## config.mk

```make
export PLATFORM = sky130hd
export DESIGN_NAME = nmi_ack_seq
export DESIGN_NICKNAME = d
export VERILOG_FILES = /design/src/rtl/nmi_seq_pkg.sv /design/src/rtl/nmi_edge_det.sv /design/src/rtl/nmi_seq_ctrl.sv /design/src/rtl/nmi_bus_dec.sv /design/src/rtl/nmi_ack_seq.sv
export SDC_FILE = /design/constraint.sdc
export NUM_CORES = 1
export LEC_CHECK = 0
export ABC_CLOCK_PERIOD_IN_PS = 2560
export BUFFER_PORTS_ARGS = -buffer_cell sky130_fd_sc_hd__buf_2
export CORE_MARGIN = 10
export CORE_UTILIZATION = 53
export CTS_BUF_LIST = sky130_fd_sc_hd__clkbuf_16
export DETAILED_ROUTE_END_ITERATION = 6
export GPL_TIMING_DRIVEN = 0
export PLACE_DENSITY = 0.81
export SETUP_SLACK_MARGIN = 0.3
export SLEW_MARGIN = 40
export SYNTH_ARGS = -nofsm -noshare
export SYNTH_HDL_FRONTEND = slang
export SYNTH_HIERARCHICAL = 1
export SYNTH_SLANG_ARGS = --single-unit
```

## constraint.sdc

```tcl
create_clock -name clk -period 2.56 [get_ports clk]
set_input_delay 0.128 -clock clk [delete_from_list [all_inputs] [get_ports clk]]
set_output_delay 0.128 -clock clk [all_outputs]
set_load 0.005 [all_outputs]
```

## src/rtl/nmi_seq_pkg.sv

```systemverilog
package nmi_seq_pkg;

  typedef enum logic [3:0] {
    ST_IDLE,
    ST_F1, ST_F2, ST_FW,
    ST_R1, ST_R2, ST_R3,
    ST_H1, ST_H2, ST_H3,
    ST_L1, ST_L2, ST_L3,
    ST_FIN
  } seq_st_e;

  typedef struct packed {
    logic mreq;
    logic rd;
    logic wr;
    logic m1;
    logic rfsh;
    logic done;
  } bus_strb_t;

endpackage

```

## src/rtl/nmi_edge_det.sv

```systemverilog
module nmi_edge_det (
  input  logic clk,
  input  logic rst_n,
  input  logic req_i,
  input  logic arm_i,
  output logic start_o
);

  logic prev_q;
  logic prev_n;

  always_comb begin
    prev_n  = req_i;
    start_o = req_i & ~prev_q & arm_i;
  end

  always_ff @(posedge clk or negedge rst_n) begin
    if (!rst_n) prev_q <= 1'b0;
    else        prev_q <= prev_n;
  end

endmodule

```

## src/rtl/nmi_seq_ctrl.sv

```systemverilog
module nmi_seq_ctrl
  import nmi_seq_pkg::*;
#(
  parameter int unsigned        DW      = 8,
  parameter logic [2*DW-1:0]    NMI_VEC = 16'h0066
) (
  input  logic            clk,
  input  logic            rst_n,
  input  logic            start_i,
  input  logic            wait_i,
  input  logic            halted_i,
  input  logic [2*DW-1:0] pc_i,
  input  logic [2*DW-1:0] sp_i,
  input  logic            iff1_i,
  output seq_st_e         st_o,
  output logic [2*DW-1:0] ret_o,
  output logic [2*DW-1:0] sp_cap_o,
  output logic [2*DW-1:0] pc_o,
  output logic [2*DW-1:0] sp_o,
  output logic            iff1_o,
  output logic            iff2_o
);

  localparam int unsigned AW = 2 * DW;

  seq_st_e       st_q, st_n;
  logic [AW-1:0] ret_n;
  logic          cap_en, fin_en;
  logic          iff1_cap_q;

  always_comb begin
    st_n = st_q;
    case (st_q)
      ST_IDLE: if (start_i) st_n = ST_F1;
      ST_F1:   st_n = ST_F2;
      ST_F2:   st_n = wait_i ? ST_FW : ST_R1;
      ST_FW:   st_n = wait_i ? ST_FW : ST_R1;
      ST_R1:   st_n = ST_R2;
      ST_R2:   st_n = ST_R3;
      ST_R3:   st_n = ST_H1;
      ST_H1:   st_n = ST_H2;
      ST_H2:   st_n = ST_H3;
      ST_H3:   st_n = ST_L1;
      ST_L1:   st_n = ST_L2;
      ST_L2:   st_n = ST_L3;
      ST_L3:   st_n = ST_FIN;
      ST_FIN:  st_n = ST_IDLE;
      default: st_n = ST_IDLE;
    endcase
    cap_en = (st_q == ST_IDLE) && start_i;
    fin_en = (st_q == ST_L3);
    ret_n  = halted_i ? (pc_i + AW'(1)) : pc_i;
  end

  always_ff @(posedge clk or negedge rst_n) begin
    if (!rst_n) begin
      st_q       <= ST_IDLE;
      ret_o      <= '0;
      sp_cap_o   <= '0;
      iff1_cap_q <= 1'b0;
      pc_o       <= '0;
      sp_o       <= '0;
      iff1_o     <= 1'b0;
      iff2_o     <= 1'b0;
    end else begin
      st_q <= st_n;
      if (cap_en) begin
        ret_o      <= ret_n;
        sp_cap_o   <= sp_i;
        iff1_cap_q <= iff1_i;
      end
      if (fin_en) begin
        pc_o   <= NMI_VEC;
        sp_o   <= sp_cap_o - AW'(2);
        iff1_o <= 1'b0;
        iff2_o <= iff1_cap_q;
      end
    end
  end

  assign st_o = st_q;

endmodule

```

## src/rtl/nmi_bus_dec.sv

```systemverilog
module nmi_bus_dec
  import nmi_seq_pkg::*;
#(
  parameter int unsigned DW = 8
) (
  input  seq_st_e         st_i,
  input  logic [2*DW-1:0] ret_i,
  input  logic [2*DW-1:0] sp_i,
  output bus_strb_t       strb_o,
  output logic [2*DW-1:0] addr_o,
  output logic [DW-1:0]   wdata_o
);

  localparam int unsigned AW = 2 * DW;

  always_comb begin
    strb_o  = '0;
    addr_o  = '0;
    wdata_o = '0;
    case (st_i)
      ST_F1, ST_F2, ST_FW: begin
        strb_o.mreq = 1'b1;
        strb_o.rd   = 1'b1;
        strb_o.m1   = 1'b1;
        addr_o      = ret_i;
      end
      ST_R1, ST_R2, ST_R3: begin
        strb_o.mreq = 1'b1;
        strb_o.rfsh = 1'b1;
      end
      ST_H1, ST_H2, ST_H3: begin
        strb_o.mreq = 1'b1;
        strb_o.wr   = (st_i != ST_H1);
        addr_o      = sp_i - AW'(1);
        wdata_o     = ret_i[AW-1:DW];
      end
      ST_L1, ST_L2, ST_L3: begin
        strb_o.mreq = 1'b1;
        strb_o.wr   = (st_i != ST_L1);
        addr_o      = sp_i - AW'(2);
        wdata_o     = ret_i[DW-1:0];
      end
      ST_FIN: strb_o.done = 1'b1;
      default: ;
    endcase
  end

endmodule

```

## src/rtl/nmi_ack_seq.sv

```systemverilog
module nmi_ack_seq
  import nmi_seq_pkg::*;
#(
  parameter int unsigned     DW      = 8,
  parameter logic [2*DW-1:0] NMI_VEC = 16'h0066
) (
  input  logic            clk,
  input  logic            rst_n,
  input  logic            nmi_req,
  input  logic            wait_req,
  input  logic            halted_i,
  input  logic [2*DW-1:0] pc_i,
  input  logic [2*DW-1:0] sp_i,
  input  logic            iff1_i,
  output logic            mreq,
  output logic            rd,
  output logic            wr,
  output logic            m1,
  output logic            rfsh,
  output logic [2*DW-1:0] addr,
  output logic [DW-1:0]   wdata,
  output logic            halt_o,
  output logic [2*DW-1:0] pc_out,
  output logic [2*DW-1:0] sp_out,
  output logic            iff1_out,
  output logic            iff2_out,
  output logic            done
);

  localparam int unsigned AW = 2 * DW;

  seq_st_e       st;
  logic          start;
  logic [AW-1:0] ret, sp_cap;
  bus_strb_t     strb;

  nmi_edge_det u_edge (
    .clk     (clk),
    .rst_n   (rst_n),
    .req_i   (nmi_req),
    .arm_i   (st == ST_IDLE),
    .start_o (start)
  );

  nmi_seq_ctrl #(.DW(DW), .NMI_VEC(NMI_VEC)) u_ctrl (
    .clk      (clk),
    .rst_n    (rst_n),
    .start_i  (start),
    .wait_i   (wait_req),
    .halted_i (halted_i),
    .pc_i     (pc_i),
    .sp_i     (sp_i),
    .iff1_i   (iff1_i),
    .st_o     (st),
    .ret_o    (ret),
    .sp_cap_o (sp_cap),
    .pc_o     (pc_out),
    .sp_o     (sp_out),
    .iff1_o   (iff1_out),
    .iff2_o   (iff2_out)
  );

  nmi_bus_dec #(.DW(DW)) u_bus (
    .st_i    (st),
    .ret_i   (ret),
    .sp_i    (sp_cap),
    .strb_o  (strb),
    .addr_o  (addr),
    .wdata_o (wdata)
  );

  always_comb begin
    mreq   = strb.mreq;
    rd     = strb.rd;
    wr     = strb.wr;
    m1     = strb.m1;
    rfsh   = strb.rfsh;
    done   = strb.done;
    halt_o = halted_i && ((st == ST_IDLE) || (st == ST_F1));
  end

endmodule

```

Word-level counts from Yosys, hierarchy flattened

Index checks and enable logic that the tools add are counted.

Register bits: 56
Latch bits: 0
Bits in writable memories: 0
Bits in read-only memories: 0
Bits of input ports: 38
Logic and storage cells: 51
Memories: 0

$add $sub $neg: 3
Multiply operators: 0
Div/mod/pow operators: 0
$lt $le $gt $ge: 0
Eq/ne operators: 16
Shift-type cells: 0
Mux-type cells: 11
Bitwise operators: 3
Reductions and logical operators: 10

Operators with widths:

| operator                                           | count |
|---|---|
| one-hot mux 16 bit (3 select lines)                | 1 |
| one-hot mux 4 bit (12 select lines)                | 1 |
| == test 4 bit, second input constant               | 6 |
| adder 16 x 1 -> 16 bit, second input constant      | 1 |
| == test 4 x 3 -> 1 bit, second input constant      | 4 |
| two-way mux 16 bit                                 | 1 |
| one-hot mux 8 bit (2 select lines)                 | 1 |
| subtractor 16 x 1 -> 16 bit, second input constant | 1 |
| subtractor 16 x 2 -> 16 bit, second input constant | 1 |
| OR reduction 12 bit                                | 1 |
| OR reduction 3 bit                                 | 4 |
| == test 4 x 2 -> 1 bit, second input constant      | 2 |
| == test 4 x 1 -> 1 bit, second input constant      | 1 |
| zero test 4 bit                                    | 1 |
| two-way mux 1 bit                                  | 4 |
| two-way mux 4 bit                                  | 1 |
| != test 4 x 3 -> 1 bit, second input constant      | 1 |
| != test 4 bit, second input constant               | 1 |
| two-way mux 3 bit                                  | 1 |
| AND 1 bit                                          | 2 |
| logical AND 1 bit                                  | 2 |
| != test 2 x 1 -> 1 bit, second input constant      | 1 |
| one-hot mux 1 bit (2 select lines)                 | 1 |
| OR reduction 2 bit                                 | 1 |
| other kinds (2)                                    | 2 |

Logic depth before layout (Yosys ltp)

Gate-level depths: netlist of run 1.

Depth after elaboration: 5
Gate-level depth with buffers: 7
Depth with buffers taken out: 6

Hierarchy

The synthesis of run 1 kept the hierarchy.

By module, submodules not included:

| module       | times used | cells each | area an instance (µm²) | sequential area each (µm²) |
|---|---|---|---|---|
| nmi_seq_ctrl | 1          | 287        | 2812.7                 | 1376.3 |
| nmi_bus_dec  | 1          | 139        | 907.1                  | 0.0 |
| nmi_edge_det | 1          | 2          | 33.8                   | 25.0 |
| nmi_ack_seq  | 1          | 2          | 27.5                   | 0.0 |

Worst setup path after synthesis of run 1

Ideal clock, no wire load.

Path type: register -> register
Start: reg u_ctrl.st_q[1], in the netlist u_ctrl/st_o[1]
End: reg u_ctrl.ret_o[15]
Arrival: 1.877 ns
Required time: 2.439 ns
Slack: 0.562 ns
Stages on the path, launching flop included: 7
Path buffers: 0
Period minus slack after synthesis: 1.998 ns
Cells stage by stage: dfrtp_1 > nor4_2 > and3b_1 > or3b_2 > nor4_1 > a221o_1 > nor2_1

Word-level cells in the longest chain between the ends: 3

Ends and longest elaborated chain:

| element                | RTL line           | RTL |
|---|---|---|
| from (decl)            | nmi_seq_ctrl.sv:26 | `seq_st_e st_q, st_n;` |
| from (signal assigned) | nmi_seq_ctrl.sv:66 | `st_q <= st_n;` |
| zero test 4 bit        | nmi_ack_seq.sv:41  | `.arm_i (st == ST_IDLE),` |
| AND 1 bit              | nmi_edge_det.sv:14 | `start_o = req_i & ~prev_q & arm_i;` |
| named net start        | nmi_ack_seq.sv:33  | `logic start;` |
| logical AND 1 bit      | nmi_seq_ctrl.sv:50 | `cap_en = (st_q == ST_IDLE) && start_i;` |
| to (signal assigned)   | nmi_seq_ctrl.sv:68 | `ret_o <= ret_n;` |
| to (decl)              | nmi_seq_ctrl.sv:16 | `output logic [2*DW-1:0] ret_o,` |

The timed path passes the listed nets, and every way through them passes these cells.
A chain may end at the register's enable or synchronous reset.

Final worst setup path of run 1

Start: reg u_ctrl.sp_cap_o[1]
End: out addr[11]

Word-level cells in the longest chain between the ends: 2
Elaborated cells between the ends (all ways): 3
Classes of those cells: add/sub (2); mux (1)

Ends and longest elaborated chain:

| element                                                                    | RTL line                             | RTL |
|---|---|---|
| from (decl)                                                                | nmi_seq_ctrl.sv:17                   | `output logic [2*DW-1:0] sp_cap_o,` |
| from (signal assigned)                                                     | nmi_seq_ctrl.sv:69                   | `sp_cap_o <= sp_i;` |
| subtractor 16 x 2 -> 16 bit or subtractor 16 x 1 -> 16 bit (tied branches) | nmi_bus_dec.sv:40, nmi_bus_dec.sv:34 |  |
| one-hot mux 16 bit (3 select lines) *                                      | nmi_bus_dec.sv:20                    | `case (st_i)` |
| to (decl)                                                                  | nmi_ack_seq.sv:20                    | `output logic [2*DW-1:0] addr,` |

Every way passes the cells marked *; elsewhere a longest branch is shown, timed or not.

==> results.py, run 1 <==
metrics = {
    "critical_path": {
        "crit_start": "u_ctrl/sp_cap_o[1]$_DFFE_PN0P_",
        "worst-r2r-cell-count": 8,
        "cp.arrival_ns": 2.39,
        "r2r_slack_ns": 0.40,
        "path_class": "flop to output port",
        "required_ns": 2.43,
        "startpoint_type": "flop",
        "endpoint": "addr[11]",
        "path_delay_family": "simple AND/OR/NAND/NOR gates",
        "cp.depth": 8,
        "r2r_start": "u_ctrl/sp_cap_o[1]$_DFFE_PN0P_",
        "path_cells": "inv_2 > ha_4 > or3b_4 > buf_6 > or3_4 > o311ai_2 > nand3_1 > buf_2",
        "crit_path_top_delay_cell": "dfrtp_2",
        "critPathBufInv": 3,
        "rr_endpoint": "u_ctrl/sp_o[15]$_DFFE_PN0P_",
        "crit_fanout": 5,
        "endpoint_kind": "output port",
        "cpPeakStageDelay_ns": 0.43,
    },
    "timing": {
        "finalCritPeriodShare": 0.984,
        "skew_ns": 0.0123,
        "setup_viol": 0,
        "period_minus_slack_ns": 2.52,
        "fin_ws_ns": 0.0407,
        "hold_viol_final": 0,
        "rsz0062_at_grt": "yes",
        "finalSetupTns_ns": 0,
        "tightestPinTransition_ns": 0.696,
        "hold_slack_ns": 0.0509,
        "relSlewSlack": 0.536,
        "fmax_ghz": 0.397,
        "finalMaxSlewViolations": 0,
    },
    "cells_and_area": {
        "antenna-diode-count": 0,
        "area_growth_pct": 31.3,
        "fin_util": 0.723,
        "nNetsFinal": 604,
        "drive_gt1_frac": 0.396,
        "stdcell_area_mm2": 0.00497,
    },
    "pwr": {
        "power.density_mw_per_mm2": 1260,
        "peakVddDrop_uv": 629,
        "p_leak_uw": 0.00230,
    },
    "cts": {
        "clock_sinks": 56,
        "htreeDepth": 2,
        "cts_tree": "built",
        "root_buffer": "clkbuf_16",
        "clock_latency_ns": 0.30,
        "cts_max_path_buffers": 2,
        "numCtsBuffers": 5,
        "clkTransAtPathRegs_ns": 0.08,
    },
    "global_route": {
        "track_usage": 0.197,
        "grt_pass1_wl_um": 18100,
        "grt_max_degree": 57,
        "grt-ovfl-total": 0,
        "grt_pass1_vias": 3648,
        "grt_antenna_before_repair": 0,
    },
    "job": {
        "max-cap-violations": 0,
    },
    "synthesis": {
        "synth.distinct_cells": 64,
        "synth-seq-area-share": 0.371,
        "synth-main-ff-cell": "dfrtp_1",
        "async_reset_ff_frac": 1.00,
        "synthCells": 430,
        "netlist_area_mm2": 0.00378,
        "synth_edf_count": 0,
        "postSynthAreaPerCell_um2": 8.79,
        "yosysWarnings": 6,
        "ys_seq_elements": 56,
    },
    "route": {
        "wirelength_um": 11600,
        "drcViolationCount": 0,
        "ant_nets": 0,
        "drt_pre_antenna_iters": 5,
        "drt_iter0_drc": 273,
        "routed_via_density": 5.80,
        "wl_per_cell_um": 17.7,
        "num_vias": 3822,
    },
    "placement": {
        "dpl_cell_area_mm2": 0.00439,
        "io_buffers": 89,
        "dp_slack_ns": 0.233,
        "finalWeightedCongestion": 0.884,
        "place_hpwl_um": 8460,
    },
    "floorplanning": {
        "die_area_mm2": 0.0109,
        "core_area_mm2": 0.00687,
        "die_h_um": 104,
        "initial_core_util": 0.550,
        "die_w_um": 104,
        "ioPinCount": 103,
        "rows": 30,
    },
    "worst_hold_path": {
        "min_path_type": "input port to flop",
    },
    "outcome": {
        "status": "finished clean",
    },
}
## flip-flops by register name, summed over array words and instances, names as in the netlist
name / count
u_ctrl/sp_cap_o: 16
u_ctrl/st_o: 4
u_ctrl/ret_o: 16
u_ctrl/iff2_o: 1
u_edge/prev_q: 1
u_ctrl/pc_o: 1
u_ctrl/sp_o: 16
u_ctrl/iff1_cap_q: 1
## per-layer routing
layer,track usage,share of wire,vias to the layer above
met3,0.0415,0.078,31
met2,0.345,0.50,188
met1,0.235,0.40,1824
li1,-,-,1779
met5,0,0,-
met4,0.0567,0.022,0
## report_power, final
group	switching [µW]	internal (µW)
clock	340	371
combinational	2030	1890
sequential	411	1220
total	2780	3480
## Yosys cell counts (all sizes together) (5+ instances only)
cell type | number | area [µm²]
clkbuf | 14 | 62.6
nor4 | 16 | 144
nand4 | 11 | 68.8
a22o | 8 | 70.1
a21oi | 12 | 71.3
xnor2 | 26 | 228
nand3 | 10 | 50.1
mux2 | 17 | 191
o21ai | 34 | 170
buf | 25 | 170
dfrtp | 56 | 1400
or3b | 5 | 46.3
nor2 | 21 | 78.8
and2 | 5 | 31.3
o31ai | 6 | 45.0
nor3 | 18 | 95.1
nand2 | 69 | 259
inv | 14 | 52.6
## area by class of cell
type	instances	area, µm²
tap	96	120
buffer	39	246
fill	543	1900
clock buffer	5	125
clock inverter	3	26.3
multi-input combinational	333	2330
inverter	14	52.6
sequential	56	1410
timing repair buffer	113	649
## cells by family after synthesis
group                    share of synthesized area
flip-flops                                   0.371
XOR/XNOR                                    0.0695
AND/OR/NAND/NOR                              0.259
AO/OA/AOI/OAI                                0.153
other                                     0.000992
multiplexers                                0.0586
adder cells (fa/ha/maj)                     0.0132
buffers and inverters                       0.0754
## worst min path at each step
stage	startpoint	endpoint	depth (start not counted)
floorplan	rst_n	u_ctrl/iff1_cap_q$_DFFE_PN0P_	0
global placement	nmi_req	u_edge/prev_q$_DFF_PN0_	1
detailed placement	rst_n	u_ctrl/sp_cap_o[1]$_DFFE_PN0P_	1
CTS	sp_i[15]	u_ctrl/sp_cap_o[15]$_DFFE_PN0P_	2
global route	iff1_i	u_ctrl/iff1_cap_q$_DFFE_PN0P_	2
finish	sp_i[15]	u_ctrl/sp_cap_o[15]$_DFFE_PN0P_	2
## through the flow
step	total power, µW	std cells
3_5_place_dp	4760	627
2_1_floorplan	3720	442
4_1_cts	5840	650
3_3_place_gp	4640	627
6_report	6260	659
5_1_grt	6690	659
## placed cells by master, fill, tap and decap left out, types with 4 or more instances in the layout
cell and instances:
buf_2 94, nand2_1 69, dfrtp_1 46, buf_4 39, xnor2_1 26, o21ai_0 24, nor2_1 20, mux2_2 17
conb_1 13, inv_1 12, nor3_1 12, nand4_1 11, nand3_1 10, a21oi_1 10, dfrtp_2 10, clkbuf_1 9
nor4_2 8, a22o_1 8, o21ai_1 8, nor4_1 7, clkbuf_16 5, nor3_4 5, o31ai_2 5, or3b_4 4
a31oi_1 4, xor2_1 4
## timing repair
item                                    in CTS  in global routing
gates resized for setup                     35                 27
buffers inserted                            13                  9
pin swaps                                   10                 17
hold buffers                                 2                  0
cloned                                       0                  0
endpoints found under the hold margin       57                  0
endpoints found under the setup margin      25                 47
(Power assumes the default switching activity.)
==> run 2, diff against run 1 <==
--- a/config.mk
+++ b/config.mk
@@ -7,12 +7,14 @@
 export LEC_CHECK = 0
 export ABC_CLOCK_PERIOD_IN_PS = 2560
 export BUFFER_PORTS_ARGS = -buffer_cell sky130_fd_sc_hd__buf_2
+export CELL_PAD_IN_SITES_DETAIL_PLACEMENT = 1
+export CELL_PAD_IN_SITES_GLOBAL_PLACEMENT = 2
 export CORE_MARGIN = 10
-export CORE_UTILIZATION = 53
+export CORE_UTILIZATION = 31
 export CTS_BUF_LIST = sky130_fd_sc_hd__clkbuf_16
 export DETAILED_ROUTE_END_ITERATION = 6
 export GPL_TIMING_DRIVEN = 0
-export PLACE_DENSITY = 0.81
+export PLACE_DENSITY_LB_ADDON = 0.1
 export SETUP_SLACK_MARGIN = 0.3
 export SLEW_MARGIN = 40
 export SYNTH_ARGS = -nofsm -noshare
==> run 2 against run 1 <==
  * First-iteration DRC count down 52%
  * Register-to-register slack better by 0.07 ns
  * Combinational power decreased by 5%
  * Clock-buffer cell count is the same
  * Power decreased by 1.9%
  * Cell count up 7.3%
  * Clock power is 10% higher
  * Maximum frequency rose by 3.7%
  * Wire length rose by 11%
  * Utilization fell by 31 points
  * Clock skew fell by 0.0059 ns
  * Largest cell class unchanged
==> results.py, run 2 (synthesized netlist as in run 1, its figures left out) <==
metrics = {
    "cells_and_area": {
        "area_growth_pct": 31.4,
        "drive_gt1_frac": 0.386,
        "seqCellArea_mm2": 0.00142,
        "multi_input_area_mm2": 0.00228,
        "nNetsFinal": 601,
        "layout_common_cells": "90 x buf_2, 68 x nand2_1, 44 x dfrtp_1",
        "final_common_cell": "buf_2",
        "fill_cells": 1446,
        "top_regs": "u_ctrl/ret_o: 16 flops, u_ctrl/sp_cap_o: 16 flops, u_ctrl/sp_o: 16 flops",
        "antenna-diode-count": 0,
        "stdcell_count": 707,
    },
    "critical_path": {
        "cp.arrival_ns": 2.30,
        "startpoint_type": "flop",
        "crit_start": "u_ctrl/sp_cap_o[1]$_DFFE_PN0P_",
        "path_class": "flop to output port",
        "r2r_slack_ns": 0.47,
        "r2r_start": "u_ctrl/sp_cap_o[2]$_DFFE_PN0P_",
        "worst-r2r-cell-count": 8,
        "crit_fanout": 5,
        "endpoint_kind": "output port",
        "required_ns": 2.43,
        "rr_endpoint": "u_ctrl/sp_o[15]$_DFFE_PN0P_",
        "endpoint": "addr[11]",
    },
    "timing": {
        "finalMaxSlewViolations": 0,
        "setup_viol": 0,
        "period_minus_slack_ns": 2.43,
        "fmax_ghz": 0.412,
        "skew_ns": 0.00639,
        "relSlewSlack": 0.514,
        "finalCritPeriodShare": 0.949,
        "hold_viol_final": 0,
        "rsz0062_at_grt": "yes",
        "tightestPinTransition_ns": 0.728,
        "finalSetupTns_ns": 0,
    },
    "floorplanning": {
        "initial_core_util": 0.316,
        "die_w_um": 130,
        "die_area_mm2": 0.0170,
        "ioPinCount": 103,
        "core_area_mm2": 0.0120,
        "rows": 40,
        "die_h_um": 130,
    },
    "route": {
        "routed_via_density": 5.05,
        "drt_pre_antenna_iters": 4,
        "ant_nets": 0,
        "num_vias": 3573,
        "wirelength_um": 12900,
        "drcViolationCount": 0,
        "wl_per_cell_um": 18.2,
        "drt_iter0_drc": 131,
    },
    "cts": {
        "clock_latency_ns": 0.30,
        "cts_tree": "built",
        "root_buffer": "clkbuf_16",
        "htreeDepth": 2,
        "clkTransAtPathRegs_ns": 0.07,
        "numCtsBuffers": 5,
        "clock_sinks": 56,
        "cts_max_path_buffers": 2,
    },
    "placement": {
        "place_hpwl_um": 9810,
        "io_buffers": 89,
        "dp_cells": 678,
        "finalWeightedCongestion": 0.802,
    },
    "pwr": {
        "p_leak_uw": 0.00228,
        "peakVddDrop_uv": 385,
        "power.density_mw_per_mm2": 1240,
    },
    "global_route": {
        "grt_pass1_wl_um": 20500,
        "grt_antenna_before_repair": 0,
        "grt_pass1_vias": 3851,
        "grt_max_degree": 57,
        "track_usage": 0.150,
        "grt-ovfl-total": 0,
    },
    "worst_hold_path": {
        "min_path_type": "input port to flop",
    },
    "outcome": {
        "status": "finished clean",
    },
    "job": {
        "max-cap-violations": 0,
    },
}
==> run 2: worst min path at each step <==
stage | slack [ns] | cells after the start | from | end
finish | 0.06 | 2 | iff1_i | u_ctrl/iff1_cap_q$_DFFE_PN0P_
global route | 0.05 | 2 | iff1_i | u_ctrl/iff1_cap_q$_DFFE_PN0P_
CTS | 0.05 | 2 | sp_i[0] | u_ctrl/sp_cap_o[0]$_DFFE_PN0P_
detailed placement | 0.24 | 1 | rst_n | u_ctrl/sp_o[15]$_DFFE_PN0P_
global placement | 0.25 | 1 | nmi_req | u_edge/prev_q$_DFF_PN0_
floorplan | -0.17 | 0 | rst_n | u_ctrl/iff1_cap_q$_DFFE_PN0P_
==> run 2: worst max-delay path: stages (launching register included) <==
cell and delay (ns):
dfrtp_2 0.43, inv_2 0.10, ha_4 0.14, or3b_4 0.37, buf_6 0.13, or3_4 0.35
o311ai_2 0.22, nand3_1 0.12, buf_2 0.15
==> run 2: layer usage <==
metal | track usage | part of all wire | vias to the layer above
met4 | 0.0301 | 0.0081 | 0
met5 | 0 | 0 | -
li1 | - | - | 1768
met3 | 0.0282 | 0.047 | 7
met1 | 0.174 | 0.43 | 1726
met2 | 0.279 | 0.51 | 72
==> run 2: power breakdown <==
part	switching (µW)	internal (µW)	total (µW)
Combinational	1920	1800	3720
Sequential	426	1220	1650
Clock	328	456	784
==> run 2: final cells by class <==
class                      instances  area share
buffer                            39      0.0519
clock buffer                       5      0.0252
clock inverter                     3     0.00755
inverter                          14      0.0106
multi-input combinational        333       0.459
sequential                        56       0.285
tap                              147      0.0370
timing repair buffer             110       0.124
==> run 2: repair_timing <==
| item | in CTS | in global routing |
|---|---|---|
| hold endpoints to repair | 57 | 0 |
| setup buffers | 12 | 7 |
| hold buffers | 2 | 0 |
| pin swaps | 3 | 7 |
| setup endpoints to repair | 45 | 54 |
| resized for setup | 28 | 34 |
==> run 2: metrics by stage <==
| step | instance area [µm²] | total power [µW] | worst slack [ns] | hold WS, ns | utilization |
|---|---|---|---|---|---|
| final | 4970 | 6150 | 0.131 | 0.0568 | 0.415 |
| after global routing | 4970 | 6700 | 0.0437 | 0.0534 | 0.415 |
| after CTS | 4820 | 5930 | 0.142 | 0.0542 | 0.403 |
| after detailed placement | 4460 | 4860 | 0.143 | 0.243 | 0.373 |
| after global placement | 4460 | 4770 | 0.169 | 0.250 | 0.372 |
| after floorplan | 3830 | 3720 | 0.562 | -0.168 | - |
